## src/rtl/rs_pkg.sv

```systemverilog
package rs_pkg;
  typedef enum logic [2:0] {
    OP_NOP      = 3'd0,
    OP_CALL     = 3'd1,
    OP_RET      = 3'd2,
    OP_PUSH     = 3'd3,
    OP_POP      = 3'd4,
    OP_PEEK     = 3'd5,
    OP_LINK_ON  = 3'd6,
    OP_LINK_OFF = 3'd7
  } rs_op_e;
endpackage

```

## src/rtl/rs_task_ctrl.sv

```systemverilog
// Pointer and occupancy tracking for one task's circular stack.
module rs_task_ctrl #(
  parameter int DEPTH = 4,
  localparam int PW = $clog2(DEPTH)
) (
  input  logic          clk,
  input  logic          rst,
  input  logic          push_i,
  input  logic          pop_i,
  output logic [PW-1:0] top_o,
  output logic          empty_o,
  output logic          full_o
);
  logic [PW:0] count_q;

  assign empty_o = (count_q == '0);
  assign full_o  = (count_q == (PW+1)'(DEPTH));

  always_ff @(posedge clk) begin
    if (rst) begin
      top_o   <= '1;
      count_q <= '0;
    end else if (push_i) begin
      top_o <= top_o + 1'b1;             // wraps, so a full push overwrites the oldest slot
      if (!full_o) count_q <= count_q + 1'b1;
    end else if (pop_i && !empty_o) begin
      top_o   <= top_o - 1'b1;
      count_q <= count_q - 1'b1;
    end
  end
endmodule

```

## src/rtl/rs_store.sv

```systemverilog
// Shared storage for all task stacks: one write port, one registered read port.
module rs_store #(
  parameter int TASKS = 4,
  parameter int DEPTH = 4,
  parameter int DW    = 16,
  localparam int AW   = $clog2(TASKS * DEPTH)
) (
  input  logic          clk,
  input  logic          we_i,
  input  logic [AW-1:0] waddr_i,
  input  logic [DW-1:0] wdata_i,
  input  logic          re_i,
  input  logic [AW-1:0] raddr_i,
  output logic [DW-1:0] rdata_o
);
  logic [DW-1:0] mem [TASKS*DEPTH];

  always_ff @(posedge clk) begin
    if (we_i) mem[waddr_i] <= wdata_i;
    if (re_i) rdata_o <= mem[raddr_i];
  end
endmodule

```

## src/rtl/task_return_stack.sv

```systemverilog
module task_return_stack #(
  parameter int TASKS = 4,
  parameter int DEPTH = 4,
  parameter int DW    = 16,
  localparam int TW   = $clog2(TASKS),
  localparam int PW   = $clog2(DEPTH),
  localparam int AW   = TW + PW
) (
  input  logic             clk,
  input  logic             rst,
  input  logic [2:0]       op_i,
  input  logic [TW-1:0]    task_i,
  input  logic [DW-1:0]    data_i,
  output logic             rvalid_o,
  output logic [DW-1:0]    rdata_o,
  output logic             unf_o,
  output logic             lr_we_o,
  output logic [TW-1:0]    lr_addr_o,
  output logic [DW-1:0]    lr_data_o,
  output logic [TASKS-1:0] ovf_o
);
  import rs_pkg::*;

  rs_op_e        op;
  logic          link_q;
  logic          stk_push, stk_read, stk_pop;
  logic [PW-1:0] tops   [TASKS];
  logic [TASKS-1:0] empties, fulls;
  logic [PW-1:0] sel_top;
  logic          sel_empty, sel_full;
  logic          zero_q;
  logic [DW-1:0] store_rd;

  assign op = rs_op_e'(op_i);

  always_comb begin
    stk_push = (op == OP_PUSH) || (op == OP_CALL && !link_q);
    stk_read = (op == OP_POP) || (op == OP_PEEK) || (op == OP_RET && !link_q);
    stk_pop  = stk_read && (op != OP_PEEK);
  end

  assign sel_top   = tops[task_i];
  assign sel_empty = empties[task_i];
  assign sel_full  = fulls[task_i];

  for (genvar t = 0; t < TASKS; t++) begin : g_task
    rs_task_ctrl #(.DEPTH(DEPTH)) u_ctrl (
      .clk     (clk),
      .rst     (rst),
      .push_i  (stk_push && task_i == TW'(t)),
      .pop_i   (stk_pop  && task_i == TW'(t)),
      .top_o   (tops[t]),
      .empty_o (empties[t]),
      .full_o  (fulls[t])
    );
  end

  rs_store #(.TASKS(TASKS), .DEPTH(DEPTH), .DW(DW)) u_store (
    .clk     (clk),
    .we_i    (stk_push),
    .waddr_i ({task_i, PW'(sel_top + 1'b1)}),
    .wdata_i (data_i),
    .re_i    (stk_read),
    .raddr_i ({task_i, sel_top}),
    .rdata_o (store_rd)
  );

  always_ff @(posedge clk) begin
    if (rst) begin
      link_q    <= 1'b0;
      rvalid_o  <= 1'b0;
      zero_q    <= 1'b0;
      unf_o     <= 1'b0;
      lr_we_o   <= 1'b0;
      lr_addr_o <= '0;
      lr_data_o <= '0;
      ovf_o     <= '0;
    end else begin
      if (op == OP_LINK_ON)  link_q <= 1'b1;
      if (op == OP_LINK_OFF) link_q <= 1'b0;
      rvalid_o <= stk_read;
      zero_q   <= stk_read && sel_empty;
      unf_o    <= stk_read && sel_empty;
      lr_we_o  <= (op == OP_CALL) && link_q;
      if ((op == OP_CALL) && link_q) begin
        lr_addr_o <= task_i;
        lr_data_o <= data_i;
      end
      if (stk_push && sel_full) ovf_o[task_i] <= 1'b1;
    end
  end

  assign rdata_o = zero_q ? '0 : store_rd;
endmodule

```

## config.mk

```make
export PLATFORM = sky130hd
export DESIGN_NAME = task_return_stack
export DESIGN_NICKNAME = d
export VERILOG_FILES = /design/src/rtl/rs_pkg.sv /design/src/rtl/rs_task_ctrl.sv /design/src/rtl/rs_store.sv /design/src/rtl/task_return_stack.sv
export SDC_FILE = /design/constraint.sdc
export NUM_CORES = 1
export LEC_CHECK = 0
export BUFFER_PORTS_ARGS = -buffer_cell sky130_fd_sc_hd__buf_4
export CORE_ASPECT_RATIO = 0.7
export CORE_MARGIN = 3
export CORE_UTILIZATION = 44
export DETAILED_ROUTE_END_ITERATION = 6
export GPL_ROUTABILITY_DRIVEN = 0
export GPL_TIMING_DRIVEN = 1
export PLACE_DENSITY = 0.64
export SYNTH_ARGS = -nofsm -noshare
export SYNTH_HDL_FRONTEND = slang
export SYNTH_SLANG_ARGS = --single-unit
```

## constraint.sdc

```tcl
create_clock -name clk -period 4.4 [get_ports clk]
set_clock_uncertainty 0.15 [all_clocks]
set_input_delay 0.66 -clock clk [delete_from_list [all_inputs] [get_ports clk]]
set_output_delay 0.66 -clock clk [all_outputs]
set_load 0.005 [all_outputs]
```

* Word-level counts from Yosys, hierarchy flattened *
Memories as Yosys holds them, arrays and structs flattened. A register that Yosys moved wholly into a read port is not among the register bits.
Index checks and enable logic that the tools add are counted.

operators by class
  add/sub/neg operators = 17
  magnitude comparators = 3
  eq/ne operators = 19
  mux-type cells = 32
  bitwise gates (word level) = 2
  reduce and logical (&&, ||, !) cells = 41

operators by type and width
  operator                                                    number
  two-way mux 3 bit                                           12
  equality test 3 bit, second input constant                  8
  two-way mux 2 bit                                           10
  logical AND 1 bit                                           19
  two-way mux 16 bit                                          1
  adder 3 x 1 -> 3 bit, second input constant                 4
  logical NOT 3 bit                                           4
  subtractor 3 x 1 -> 3 bit, second input constant            4
  adder 2 x 1 -> 2 bit, second input constant                 5
  != test 2 bit, second input constant                        4
  AND reduction 2 bit                                         4
  nonzero test 2 bit                                          4
  subtractor 2 x 1 -> 2 bit, second input constant            4
  equality test 3 x 2 -> 1 bit, second input constant         2
  logical NOT 1 bit                                           5
  two-way mux 1 bit                                           5
  binary-select mux 1 bit (select 2 bit)                      2
  binary-select mux 2 bit (select 2 bit)                      1
  equality test 2 bit, second input constant                  2
  OR 4 bit                                                    1
  equality test 3 x 1 -> 1 bit, second input constant         1
  greater-or-equal comparator 3 bit, second input constant    1
  logical OR 1 bit                                            3
  less-than comparator 2 x 3 -> 1 bit, second input constant  1
  other kinds (7)                                             7

word-level totals
  register bits = 46
  RAM bits = 256
  output and inout bits = 41
  word-level logic and storage cells = 130
  memories kept = 1

memories
  name         depth  bits a word  read ports  clocked after memory_dff  wr ports  RTL line        source
  u_store.mem  16     16           1           1                         1         rs_store.sv:16  logic [DW-1:0] mem [TASKS*DEPTH];

* Longest topological paths before layout *
Gate-level depths: netlist of run 1.

  depth after elaboration = 8
  gate-level depth with buffers = 9

* Modules after synthesis *
From an unflattened synthesis of run 1, not the netlist that was laid out.

second synthesis, totals
  cells, all modules = 739
  area, all modules = 12,738.5 um2

by module, submodules not included
  module             times used  cells each  area each (um2)
  rs_store           1           432         10,202.3
  rs_task_ctrl       4           39          329.1
  task_return_stack  1           151         1,219.9

* Worst setup path after synthesis of run 1 *
Ideal clock, no wire load.

  path kind = input to register
  start = in task_i[1]
  end = mem u_store.mem[10][0], enable pin
  arrival time = 2.927 ns
  data required time = 3.841 ns
  path slack = 0.914 ns
  stages on the path = 5
  buffers on the path = 3
  cell sequence = mux4_2 > buf_2 > buf_2 > buf_1 > nor3_1

on the way
  word-level cells in the longest chain between the ends = 5

ends and longest elaborated chain
  what                                                  RTL line                 source
  from (decl)                                           task_return_stack.sv:12  input logic [TW-1:0] task_i,
  NOT 2 -> 3 bit (not written as such)                  task_return_stack.sv:42  assign sel_top = tops[task_i];
  binary-select mux 2 bit (select 2 bit)                task_return_stack.sv:42
  two-way mux 2 bit (not written as such) (2 in a row)  task_return_stack.sv:42
  adder 2 x 1 -> 2 bit                                  task_return_stack.sv:61  .waddr_i ({task_i, PW'(sel_top + 1'b1)}),
  to (decl)                                             rs_store.sv:16

Parallel ways exist; a longest one is shown, timed or not. The select of a mux whose other input is x is not followed.

* Final worst setup path of run 1 *
  start = reg link_q
  end = reg g_task[0].u_ctrl.count_q[2]

on the way
  word-level cells in the longest chain between the ends = 8
  elaborated cells between the ends (all ways) = 13
  those cells by class = 1 x eq/ne; 1 x mux; 11 x reduce/logical

ends and longest elaborated chain
  what                           RTL line                                          source
  from (decl)                    task_return_stack.sv:25                           logic link_q;
  from (signal assigned)         task_return_stack.sv:70                           link_q <= 1'b0;
  from (signal assigned)         task_return_stack.sv:79                           if (op == OP_LINK_ON) link_q <= 1'b1;
  from (signal assigned)         task_return_stack.sv:80                           if (op == OP_LINK_OFF) link_q <= 1'b0;
  logical NOT 1 bit (*)          task_return_stack.sv:37, task_return_stack.sv:38
  logical AND 1 bit              task_return_stack.sv:38                           stk_read = (op == OP_POP) || (op == OP_PEEK) || (op == OP_RET && !link_q);
  logical OR 1 bit               task_return_stack.sv:38
  logical AND 1 bit              task_return_stack.sv:39                           stk_pop = stk_read && (op != OP_PEEK);
  logical AND 1 bit              task_return_stack.sv:51                           .pop_i (stk_pop && task_i == TW'(t)),
  logical AND 1 bit              rs_task_ctrl.sv:26                                end else if (pop_i && !empty_o) begin
  nonzero test 2 bit (no line)   n/a
  AND reduction 2 bit (no line)  n/a
  to (signal assigned)           rs_task_ctrl.sv:25                                if (!full_o) count_q <= count_q + 1'b1;
  to (signal assigned)           rs_task_ctrl.sv:28                                count_q <= count_q - 1'b1;
  to (decl)                      rs_task_ctrl.sv:14                                logic [PW:0] count_q;

Mark *: on every way between the ends. The rest lies on a longest branch, timed or not.
A chain may end at the register's enable or synchronous reset.

==> impl_metrics.env, run 1 <==
export IMPL_drv_slew=0
export IMPL_fin_nets=886
export IMPL_pwr_share_seq_pct=53.1
export IMPL_required_ns=4.66
export IMPL_vias_per_cell=5.553
export IMPL_worst_pin_slew_ns=0.9599
export IMPL_cts_sinks=318
export IMPL_drt_first_iter_violations=595
export IMPL_power_frac_clock_pct=41.0
export IMPL_overflow=0
export IMPL_io_buffers=63
export IMPL_ant_nets=0
export IMPL_synthFlopType="edfxtp_1"
export IMPL_rsz0062_at_grt="false"
export IMPL_relSlewSlack_pct=35.76
export IMPL_synth_edf_count=272
export IMPL_num_antenna_cells=0
export IMPL_cts_hold_buf=0
export IMPL_ctsResizeCount=0
export IMPL_cts_max_level=1
export IMPL_cp_start_kind="flop"
export IMPL_finalSetupViolations=0
export IMPL_num_vias=6963
export IMPL_synth_distinct_cells=49
export IMPL_avgRoutedWirePerCell_um=23.17
export IMPL_cts_tree="yes"
export IMPL_grt_max_degree=71
export IMPL_synth_yosys_seq_area_share_pct=70.33
export IMPL_yosysTopAreaCellShare_pct=63.21
export IMPL_drive_gt1_share_pct=22.88
export IMPL_cts_root_buffer="clkbuf_16"
export IMPL_core_mm2=0.02833
export IMPL_die_w_um=210.8
export IMPL_cts_buffers=30
export IMPL_hp_class="input pin to flop"
export IMPL_dp_hpwl_mm=17.49
export IMPL_end_kind="flop"
export IMPL_synthTopCellsByCount="272 x edfxtp_1, 151 x mux2i_1, 54 x nand2_1, 46 x dfxtp_1, 35 x mux4_2"
export IMPL_design_die_area_mm2=0.03149
export IMPL_clock_path_buffers=3
export IMPL_syn_to_final_growth_pct=15.85
export IMPL_power_switching_mw=1.335
export IMPL_power_density_mw_per_mm2=419.5
export IMPL_post_cts_buffers=0
export IMPL_violations="DRC"
export IMPL_grt_pass1_vias=6495
export IMPL_boundaryPins=64
export IMPL_insertion_delay_ns=0.55
export IMPL_routed_wl_mm=29.05
export IMPL_yosys_register_bits=318
export IMPL_layout_min_cycle_time_ns=2.796
export IMPL_drc=2
export IMPL_timing_fmax_mhz=357.6
export IMPL_rows=51
export IMPL_p_total_mw=6.281
export IMPL_run_status="finished, violations left"
export IMPL_syn_cell_area_mm2=0.01292
export IMPL_swShare_pct=21.25
export IMPL_syn_nets=800
export IMPL_hold_viol=0
export IMPL_power_frac_comb_pct=5.9
export IMPL_p_leak_nw=5.820
export IMPL_synth_most_common_cell="edfxtp_1"
export IMPL_async_reset_ff_share_pct=0
export IMPL_setup_tns_ns=0
export IMPL_period_share_pct=63.56
export IMPL_grt_first_pass_wirelength_mm=42.92
export IMPL_yosysWarnings=0
export IMPL_cp_arrival_ns=3.06
export IMPL_p_int_mw=4.946
export IMPL_antenna_found_initial=1
export IMPL_ys_top_cells_by_area="edfxtp_1 63%, mux2i_1 12%, dfxtp_1 7.1%"
export IMPL_grt_usage_pct=18.33
export IMPL_maxCapViolations=0
export IMPL_dr_pass1_iters=7
export IMPL_start_util_pct=45.61
export IMPL_fp_dieH_um=149.4
export IMPL_cp_max_fo=9
export IMPL_syn_avg_cell_area_um2=16.72
export IMPL_clkTransAtPathRegs_ns=0.07
export IMPL_synth_cells=773
export IMPL_yosys_area_top_type="edfxtp_1"
export IMPL_crit_type="flop to flop"
export IMPL_vdd_drop_max_v=0.0003114
[cell type report]
type | instances | area, um^2
fillers | 2302 | 13360
flip-flops and latches | 318 | 9089
multi-input cells | 407 | 3656
clock buffers | 34 | 797.0
repair buffers | 94 | 730.7
well taps | 371 | 464.2
clock inverters | 22 | 203.9
inverters | 8 | 30.03
[stage by stage]
step | hold slack [ns] | worst slack (ns) | instance area [um^2] | std cells | utilization, %
final | 0.1927 | 1.604 | 14970 | 1254 | 52.84
after global routing | 0.1851 | 1.467 | 14970 | 1254 | 52.84
after CTS | 0.1739 | 1.663 | 14970 | 1254 | 52.84
after detailed placement | 0.2998 | 1.092 | 13970 | 1198 | 49.31
after global placement | 0.2939 | 1.181 | 13970 | 1198 | 49.31
after floorplan | 0.3027 | 0.9138 | 12920 | 773 | -
[per-layer routing]
layer	GRT usage (%)	part of all wire, %	up-vias
li1	-	-	3155
met1	30.04	50	3552
met2	26.24	42	229
met3	2.838	6.2	27
met4	2.911	1.3	0
met5	0	0	-
[logic make-up after synthesis]
logic type	count (synthesis)	share of synthesized area, %
buf+inv	48	2.024
xor+xnor	12	0.8133
compound gates	59	3.089
simple gates	145	5.238
flops	318	70.33
mux	187	17.88
fa+ha+maj	4	0.6197
[power by group through the flow]
stage / combinational, mW / sequential (mW) / clock (mW)
after detailed placement: 0.370 / 3.40 / 0
after CTS: 0.371 / 3.34 / 2.62
after global placement: 0.365 / 3.40 / 0
after floorplan: 0.227 / 3.39 / 0
after global routing: 0.397 / 3.34 / 2.76
final: 0.368 / 3.34 / 2.58
[flip-flops by register name (all words and copies together) (netlist names)]
register,count
u_store.mem,256
lr_data_o,16
u_store.rdata_o,16
g_task.u_ctrl.count_q,12
g_task.u_ctrl.top_o,8
ovf_o,4
lr_addr_o,2
link_q,1
lr_we_o,1
rvalid_o,1
zero_q,1
[layout by cell type, fill, tap and decap left out, types with 2 or more instances in the layout]
| master | instances |
|---|---|
| nor3b_1 | 4 |
| a221oi_1 | 2 |
| and2_1 | 3 |
| a311oi_1 | 2 |
| nor3_1 | 10 |
| nand4_1 | 3 |
| nand2b_1 | 5 |
| clkinvlp_4 | 5 |
| o21ai_0 | 5 |
| clkinv_2 | 7 |
| nor2_1 | 24 |
| buf_4 | 92 |
| dfxtp_1 | 46 |
| buf_12 | 2 |
| nand2_1 | 54 |
| nor2_2 | 8 |
| clkinv_1 | 4 |
| nor2b_1 | 20 |
| a31oi_1 | 3 |
| fa_1 | 4 |
| mux4_2 | 35 |
| xnor2_1 | 2 |
| or3_1 | 2 |
| edfxtp_1 | 272 |
| clkbuf_16 | 31 |
| inv_1 | 7 |
| a211oi_1 | 5 |
| clkbuf_1 | 2 |
| clkinv_4 | 3 |
| xor2_1 | 10 |
| mux2i_1 | 150 |
| nor3_2 | 8 |
| bufinv_16 | 3 |
| a21oi_1 | 26 |
[worst max-delay path, stage by stage (launching register included)]
cell,delay (ns)
dfxtp_1,0.33
nor2b_1,0.23
nor2_1,0.52
nand2_1,0.34
fa_1,0.47
o32ai_1,0.38
and2_1,0.19
nor3_1,0.04
[worst paths after layout]
kind / start / to / slack, ns / cells after the start
setup / recovery: link_q$_SDFFE_PP0N_ / g_task[0].u_ctrl.count_q[2]$_SDFFE_PP0P_ / 1.60 / 7
hold / removal: op_i[2] / link_q$_SDFFE_PP0N_ / 0.19 / 2
setup reg to reg: link_q$_SDFFE_PP0N_ / g_task[0].u_ctrl.count_q[2]$_SDFFE_PP0P_ / 1.60 / 7
hold reg to reg: lr_data_o[12]$_SDFFE_PP0P_ / lr_data_o[12]$_SDFFE_PP0P_ / 0.31 / 2
No activity file was read; power rests on OpenSTA's default activity.
==> run 2, diff against run 1 <==
Settings changed: ABC_AREA set to 1, PLACE_DENSITY 0.64 to 0.67.
Clock period 4.4 ns to 2.5 ns, I/O delays scaled along.
==> run 2 against run 1 <==
Against the previous run:
- sequential cell count did not move
- combinational power rose to 3.3 times the previous value
- via count rose by 43%
- non-clock buffer count rose by 27
- power rose by 86%
- the flow now finishes without violations
- hold slack got worse by 0.17 ns
==> impl_metrics.env, run 2 <==
export IMPL_hold_viol=0
export IMPL_grt_max_degree=81
export IMPL_vias_per_cell=5.200
export IMPL_grt_usage_pct=21.15
export IMPL_syn_nets=1430
export IMPL_setup_tns_ns=0
export IMPL_io_buffers=63
export IMPL_worst_pin_slew_ns=0.7768
export IMPL_synth_most_common_cell="nand2_1"
export IMPL_boundaryPins=64
export IMPL_core_mm2=0.03037
export IMPL_crit_path_max_incr_delay_ns=0.54
export IMPL_start_util_pct=45.20
export IMPL_antenna_found_initial=2
export IMPL_end_kind="flop"
export IMPL_multi_input_area_mm2=0.003990
export IMPL_power_switching_mw=2.786
export IMPL_ys_top_cells_by_area="edfxtp_1 60%, nand2_1 17%, dfxtp_1 6.7%"
export IMPL_syn_avg_cell_area_um2=9.784
export IMPL_largest_reg_flops=256
export IMPL_timing_critical_path_buf_inv=4
export IMPL_synth_xor_area_share_pct=0.2552
export IMPL_grt_pass1_vias=9638
export IMPL_cts_root_buffer="clkbuf_16"
export IMPL_synthFlopType="edfxtp_1"
export IMPL_layout_min_cycle_time_ns=2.260
export IMPL_power_frac_clock_pct=39.4
export IMPL_synth_yosys_seq_area_share_pct=66.21
export IMPL_cp_start_kind="input pin"
export IMPL_post_dp_cell_area_mm2=0.01494
export IMPL_cts_tree="yes"
export IMPL_drt_first_iter_violations=1036
export IMPL_final_common_cell="nand2_1"
export IMPL_synthAdderAreaFrac_pct=0.5834
export IMPL_vdd_drop_max_v=0.0004952
export IMPL_run_status="completed"
export IMPL_insertion_delay_ns=0.56
export IMPL_avgRoutedWirePerCell_um=18.38
export IMPL_fin_nets=1512
export IMPL_finalSetupViolations=0
export IMPL_timing_fmax_mhz=442.5
export IMPL_regArea_mm2=0.009089
export IMPL_power_density_mw_per_mm2=731.5
export IMPL_fin_util_pct=52.69
export IMPL_yosysTopAreaCellShare_pct=59.50
export IMPL_dp_hpwl_mm=21.66
export IMPL_drv_slew=0
export IMPL_synth_distinct_cells=31
export IMPL_swShare_pct=23.80
export IMPL_pwr_share_seq_pct=50.3
export IMPL_synthSimpleGateAreaFrac_pct=25.12
export IMPL_synth_cells=1403
export IMPL_dr_pass1_iters=5
export IMPL_ant_nets=0
export IMPL_maxCapViolations=0
export IMPL_num_antenna_cells=0
export IMPL_hp_class="input pin to flop"
export IMPL_synthTopCellsByCount="611 x nand2_1, 272 x edfxtp_1, 138 x nand3_1, 90 x nor2_1, 76 x inv_1"
export IMPL_syn_cell_area_mm2=0.01373
export IMPL_cp_max_fo=5
export IMPL_cp_cell_sequence="dlygate4sd3_1, buf_4, inv_1, nor2_2, o21ai_2, nor2_1, inv_1, fa_1, xnor2_1, nand3_1, nand2_1, nor2_1"
export IMPL_clock_path_buffers=3
export IMPL_period_share_pct=90.39
export IMPL_p_int_mw=8.919
export IMPL_cp_top_family="buffers and inverters"
export IMPL_die_w_um=217.1
export IMPL_cts_buffers=29
export IMPL_stdcell_area_mm2=0.01600
export IMPL_slowest_stage="dlygate4sd3_1"
export IMPL_fp_dieH_um=153.8
export IMPL_fin_cells=1919
export IMPL_max_flop_register="u_store.mem"
export IMPL_async_reset_ff_share_pct=0
export IMPL_p_leak_nw=6.763
export IMPL_rows=53
export IMPL_design_die_area_mm2=0.03339
export IMPL_yosysWarnings=0
export IMPL_overflow=0
export IMPL_required_ns=2.81
export IMPL_clkTransAtPathRegs_ns=0.07
export IMPL_power_frac_comb_pct=10.3
export IMPL_grt_first_pass_wirelength_mm=54.86
export IMPL_cts_max_level=1
export IMPL_placedCellCount=1860
export IMPL_ctsResizeCount=0
export IMPL_yosys_area_top_type="edfxtp_1"
export IMPL_num_vias=9978
export IMPL_yosys_register_bits=318
export IMPL_synth_edf_count=272
export IMPL_cp_arrival_ns=2.57
export IMPL_nFillCells=2719
export IMPL_routed_wl_mm=35.26
export IMPL_drc=0
export IMPL_relSlewSlack_pct=48.16
export IMPL_synth_compound_area_share_pct=2.634
export IMPL_reg_top3="u_store.mem x256, lr_data_o x16, u_store.rdata_o x16"
export IMPL_most_common_layout_cells="609 x nand2_1, 272 x edfxtp_1, 138 x nand3_1"
export IMPL_syn_to_final_growth_pct=16.57
export IMPL_synthMuxAreaShare_pct=0
export IMPL_rsz0062_at_grt="false"
export IMPL_cts_sinks=318
export IMPL_synth_top_family_by_area="simple AND/OR/NAND/NOR gates"
export IMPL_drive_gt1_share_pct=13.54
export IMPL_crit_type="input pin to flop"
## run 2: cell types whose count changed after synthesis, moves of 35 or more
cell / change
nand2_1: +557
mux2i_1: -151
nand3_1: +138
inv_1: +69
nor2_1: +58
mux4_2: -35
## run 2: worst register-to-register path: stages, from the launching register on
cell     delay (ns)
dfxtp_1        0.41
nand2_1        0.08
nand2_1        0.10
nand2_4        0.09
nand2_4        0.14
buf_12         0.22
nand2_1        0.17
nor2_2         0.16
buf_4          0.23
## run 2: repair_timing
item                                   CTS  global route
endpoints found under the hold margin   24             0
buffers inserted                         0             0
hold buffers                             6             0
## run 2: routing by layer
layer / up-vias / share of wire, % / GRT usage [%]
li1: 4747 / - / -
met1: 4787 / 45 / 31.12
met2: 387 / 44 / 32.27
met3: 57 / 7.9 / 3.714
met4: 0 / 2.9 / 6.363
met5: - / 0 / 0
## run 2: kinds of logic after synthesis
family,count (synthesis)
simple gates,859
buf+inv,154
flops,318
fa+ha+maj,4
xor+xnor,4
compound gates,64
## run 2: worst paths after layout
path                                                              from                                        to  slack [ns]  cells past startpoint
worst max-delay path                                           op_i[0]  g_task[3].u_ctrl.count_q[2]$_SDFFE_PP0P_        0.24                     12
worst min-delay path                                         data_i[1]              u_store.mem[13][1]$_DFFE_PP_        0.03                      1
worst max register to register  g_task[2].u_ctrl.top_o[0]$_SDFFE_PP1P_              u_store.mem[14][9]$_DFFE_PP_        0.44                      8
worst min register to register                   ovf_o[2]$_SDFFE_PP0P_                     ovf_o[2]$_SDFFE_PP0P_        0.32                      2
## run 2: power groups by stage
| stage | Combinational [mW] | Clock [mW] | Sequential, mW |
|---|---|---|---|
| after floorplan | 0.754 | 0 | 5.99 |
| after global placement | 1.18 | 0 | 6.00 |
| after detailed placement | 1.19 | 0 | 6.00 |
| after CTS | 1.21 | 4.69 | 5.88 |
| after global routing | 1.35 | 4.90 | 5.89 |
| final | 1.21 | 4.61 | 5.89 |
## run 2: layout make-up
class	count	share of cell area, %
Multi-Input combinational cell	931	24.94
Inverter	84	1.970
Tap cell	412	3.222
Clock inverter	7	0.3831
Timing Repair Buffer	121	6.787
Clock buffer	46	5.904
Sequential cell	318	56.80
## run 2: stage by stage
step	worst slack (ns)	hold slack, ns	total power, mW
final	0.2401	0.02573	11.71
after detailed placement	0.2544	0.3070	7.192
after CTS	0.3061	0.001227	11.78
after floorplan	0.03365	0.2966	6.745
after global routing	0.06457	0.01346	12.14
after global placement	0.2869	0.2958	7.177
==> run 3, diff against run 2 <==
Settings changed: ABC_CLOCK_PERIOD_IN_PS set to 2500, MAX_ROUTING_LAYER set to met4.
==> run 3 against run 2 <==
Against the previous run:
- die area unchanged
- highest routed layer unchanged
- combinational power hardly changed
- global-route usage is 0.64 points higher
- clock-buffer cell count unchanged
==> impl_metrics.env, run 3 (synthesized netlist as in run 2, its figures left out) <==
export IMPL_dr_pass1_iters=5
export IMPL_power_density_mw_per_mm2=730.7
export IMPL_grt_pass1_vias=9629
export IMPL_insertion_delay_ns=0.56
export IMPL_r2r_setup_slack_ns=0.44
export IMPL_power_switching_mw=2.774
export IMPL_core_mm2=0.03037
export IMPL_finalSetupViolations=0
export IMPL_maxCapViolations=0
export IMPL_relSlewSlack_pct=49.24
export IMPL_cp_start_kind="input pin"
export IMPL_cts_root_buffer="clkbuf_16"
export IMPL_design_die_area_mm2=0.03339
export IMPL_die_w_um=217.1
export IMPL_avgRoutedWirePerCell_um=18.34
export IMPL_pwr_share_seq_pct=50.3
export IMPL_io_buffers=63
export IMPL_largest_reg_flops=256
export IMPL_swShare_pct=23.72
export IMPL_layout_min_cycle_time_ns=2.260
export IMPL_cp_arrival_ns=2.57
export IMPL_num_vias=9974
export IMPL_rows=53
export IMPL_antenna_found_initial=2
export IMPL_num_antenna_cells=0
export IMPL_stdcell_area_mm2=0.01600
export IMPL_vdd_drop_max_v=0.0004972
export IMPL_power_frac_comb_pct=10.3
export IMPL_drv_slew=0
export IMPL_hp_class="input pin to flop"
export IMPL_drc=0
export IMPL_cts_buffers=29
export IMPL_grt_usage_pct=21.79
export IMPL_dp_hpwl_mm=21.66
export IMPL_rsz0062_at_grt="false"
export IMPL_power_frac_clock_pct=39.4
export IMPL_fin_nets=1512
export IMPL_boundaryPins=64
export IMPL_hold_viol=0
export IMPL_max_flop_register="u_store.mem"
export IMPL_drive_gt1_share_pct=13.54
export IMPL_required_ns=2.81
export IMPL_nFillCells=2719
export IMPL_p_leak_nw=6.763
export IMPL_whs_ns=0.02235
export IMPL_overflow=0
export IMPL_final_common_cell="nand2_1"
export IMPL_post_dp_cell_area_mm2=0.01494
export IMPL_run_status="completed"
export IMPL_cts_tree="yes"
export IMPL_routed_wl_mm=35.19
export IMPL_grt_max_degree=81
export IMPL_period_share_pct=90.39
export IMPL_clkTransAtPathRegs_ns=0.07
export IMPL_drt_first_iter_violations=984
export IMPL_reg_top3="u_store.mem x256, lr_data_o x16, u_store.rdata_o x16"
export IMPL_placedCellCount=1860
export IMPL_ctsResizeCount=0
export IMPL_setup_ws_ns=0.2402
export IMPL_vias_per_cell=5.197
export IMPL_ant_nets=0
export IMPL_cts_sinks=318
export IMPL_most_common_layout_cells="609 x nand2_1, 272 x edfxtp_1, 138 x nand3_1"
export IMPL_timing_fmax_mhz=442.5
export IMPL_cts_max_level=1
export IMPL_grt_first_pass_wirelength_mm=54.89
export IMPL_clock_path_buffers=3
export IMPL_setup_tns_ns=0
export IMPL_pre_cts_slack_ns=0.2544
export IMPL_crit_type="input pin to flop"
export IMPL_start_util_pct=45.20
export IMPL_p_int_mw=8.919
export IMPL_fp_dieH_um=153.8
export IMPL_worst_pin_slew_ns=0.7605
export IMPL_end_kind="flop"
export IMPL_fin_cells=1919
export IMPL_syn_to_final_growth_pct=16.57
export IMPL_cp_max_fo=5
-- run 3: stage by stage --
step | power, mW | utilization [%]
after floorplan | 6.745 | -
after global placement | 7.177 | 49.18
after detailed placement | 7.192 | 49.18
after CTS | 11.78 | 52.69
after global routing | 12.14 | 52.69
final | 11.69 | 52.69
-- run 3: routing by layer --
layer | vias up | share of wire, % | track usage [%]
li1 | 4751 | - | -
met1 | 4765 | 45 | 31.19
met2 | 399 | 44 | 32.18
met3 | 59 | 8.2 | 3.714
met4 | 0 | 2.9 | 6.363
met5 | - | 0 | -
-- run 3: worst paths after layout --
path	startpoint	endpoint	cells after the start
worst max-delay path	op_i[0]	g_task[3].u_ctrl.count_q[2]$_SDFFE_PP0P_	12
worst max register to register	g_task[3].u_ctrl.top_o[0]$_SDFFE_PP1P_	u_store.mem[14][9]$_DFFE_PP_	8
worst min register to register	ovf_o[2]$_SDFFE_PP0P_	ovf_o[2]$_SDFFE_PP0P_	2
worst min-delay path	data_i[0]	u_store.mem[12][0]$_DFFE_PP_	1
-- run 3: layout make-up --
type | count | area [um^2] | area share (%)
Multi-Input combinational cell | 931 | 3990 | 24.94
Tap cell | 412 | 515.5 | 3.222
Timing Repair Buffer | 121 | 1086 | 6.787
Clock inverter | 7 | 61.31 | 0.3831
Inverter | 84 | 315.3 | 1.970
Clock buffer | 46 | 944.7 | 5.904
Sequential cell | 318 | 9089 | 56.80
-- run 3: critical path: stages --
cell and delay, ns:
dlygate4sd3_1 0.54, buf_4 0.12, inv_1 0.07, nor2_2 0.14, o21ai_2 0.14, nor2_1 0.15
inv_1 0.16, fa_1 0.46, xnor2_1 0.20, nand3_1 0.09, nand2_1 0.07, nor2_1 0.04
-- run 3: timing repair --
item | in CTS | in global routing
setup buffers | 0 | 0
hold endpoints to repair | 24 | 0
hold buffers | 6 | 0
-- run 3: power groups by stage --
stage | logic [mW] | registers, mW | clock network (mW)
final | 1.20 | 5.88 | 4.60
after global routing | 1.35 | 5.89 | 4.90
after CTS | 1.21 | 5.88 | 4.69
after detailed placement | 1.19 | 6.00 | 0
after global placement | 1.18 | 6.00 | 0
after floorplan | 0.754 | 5.99 | 0
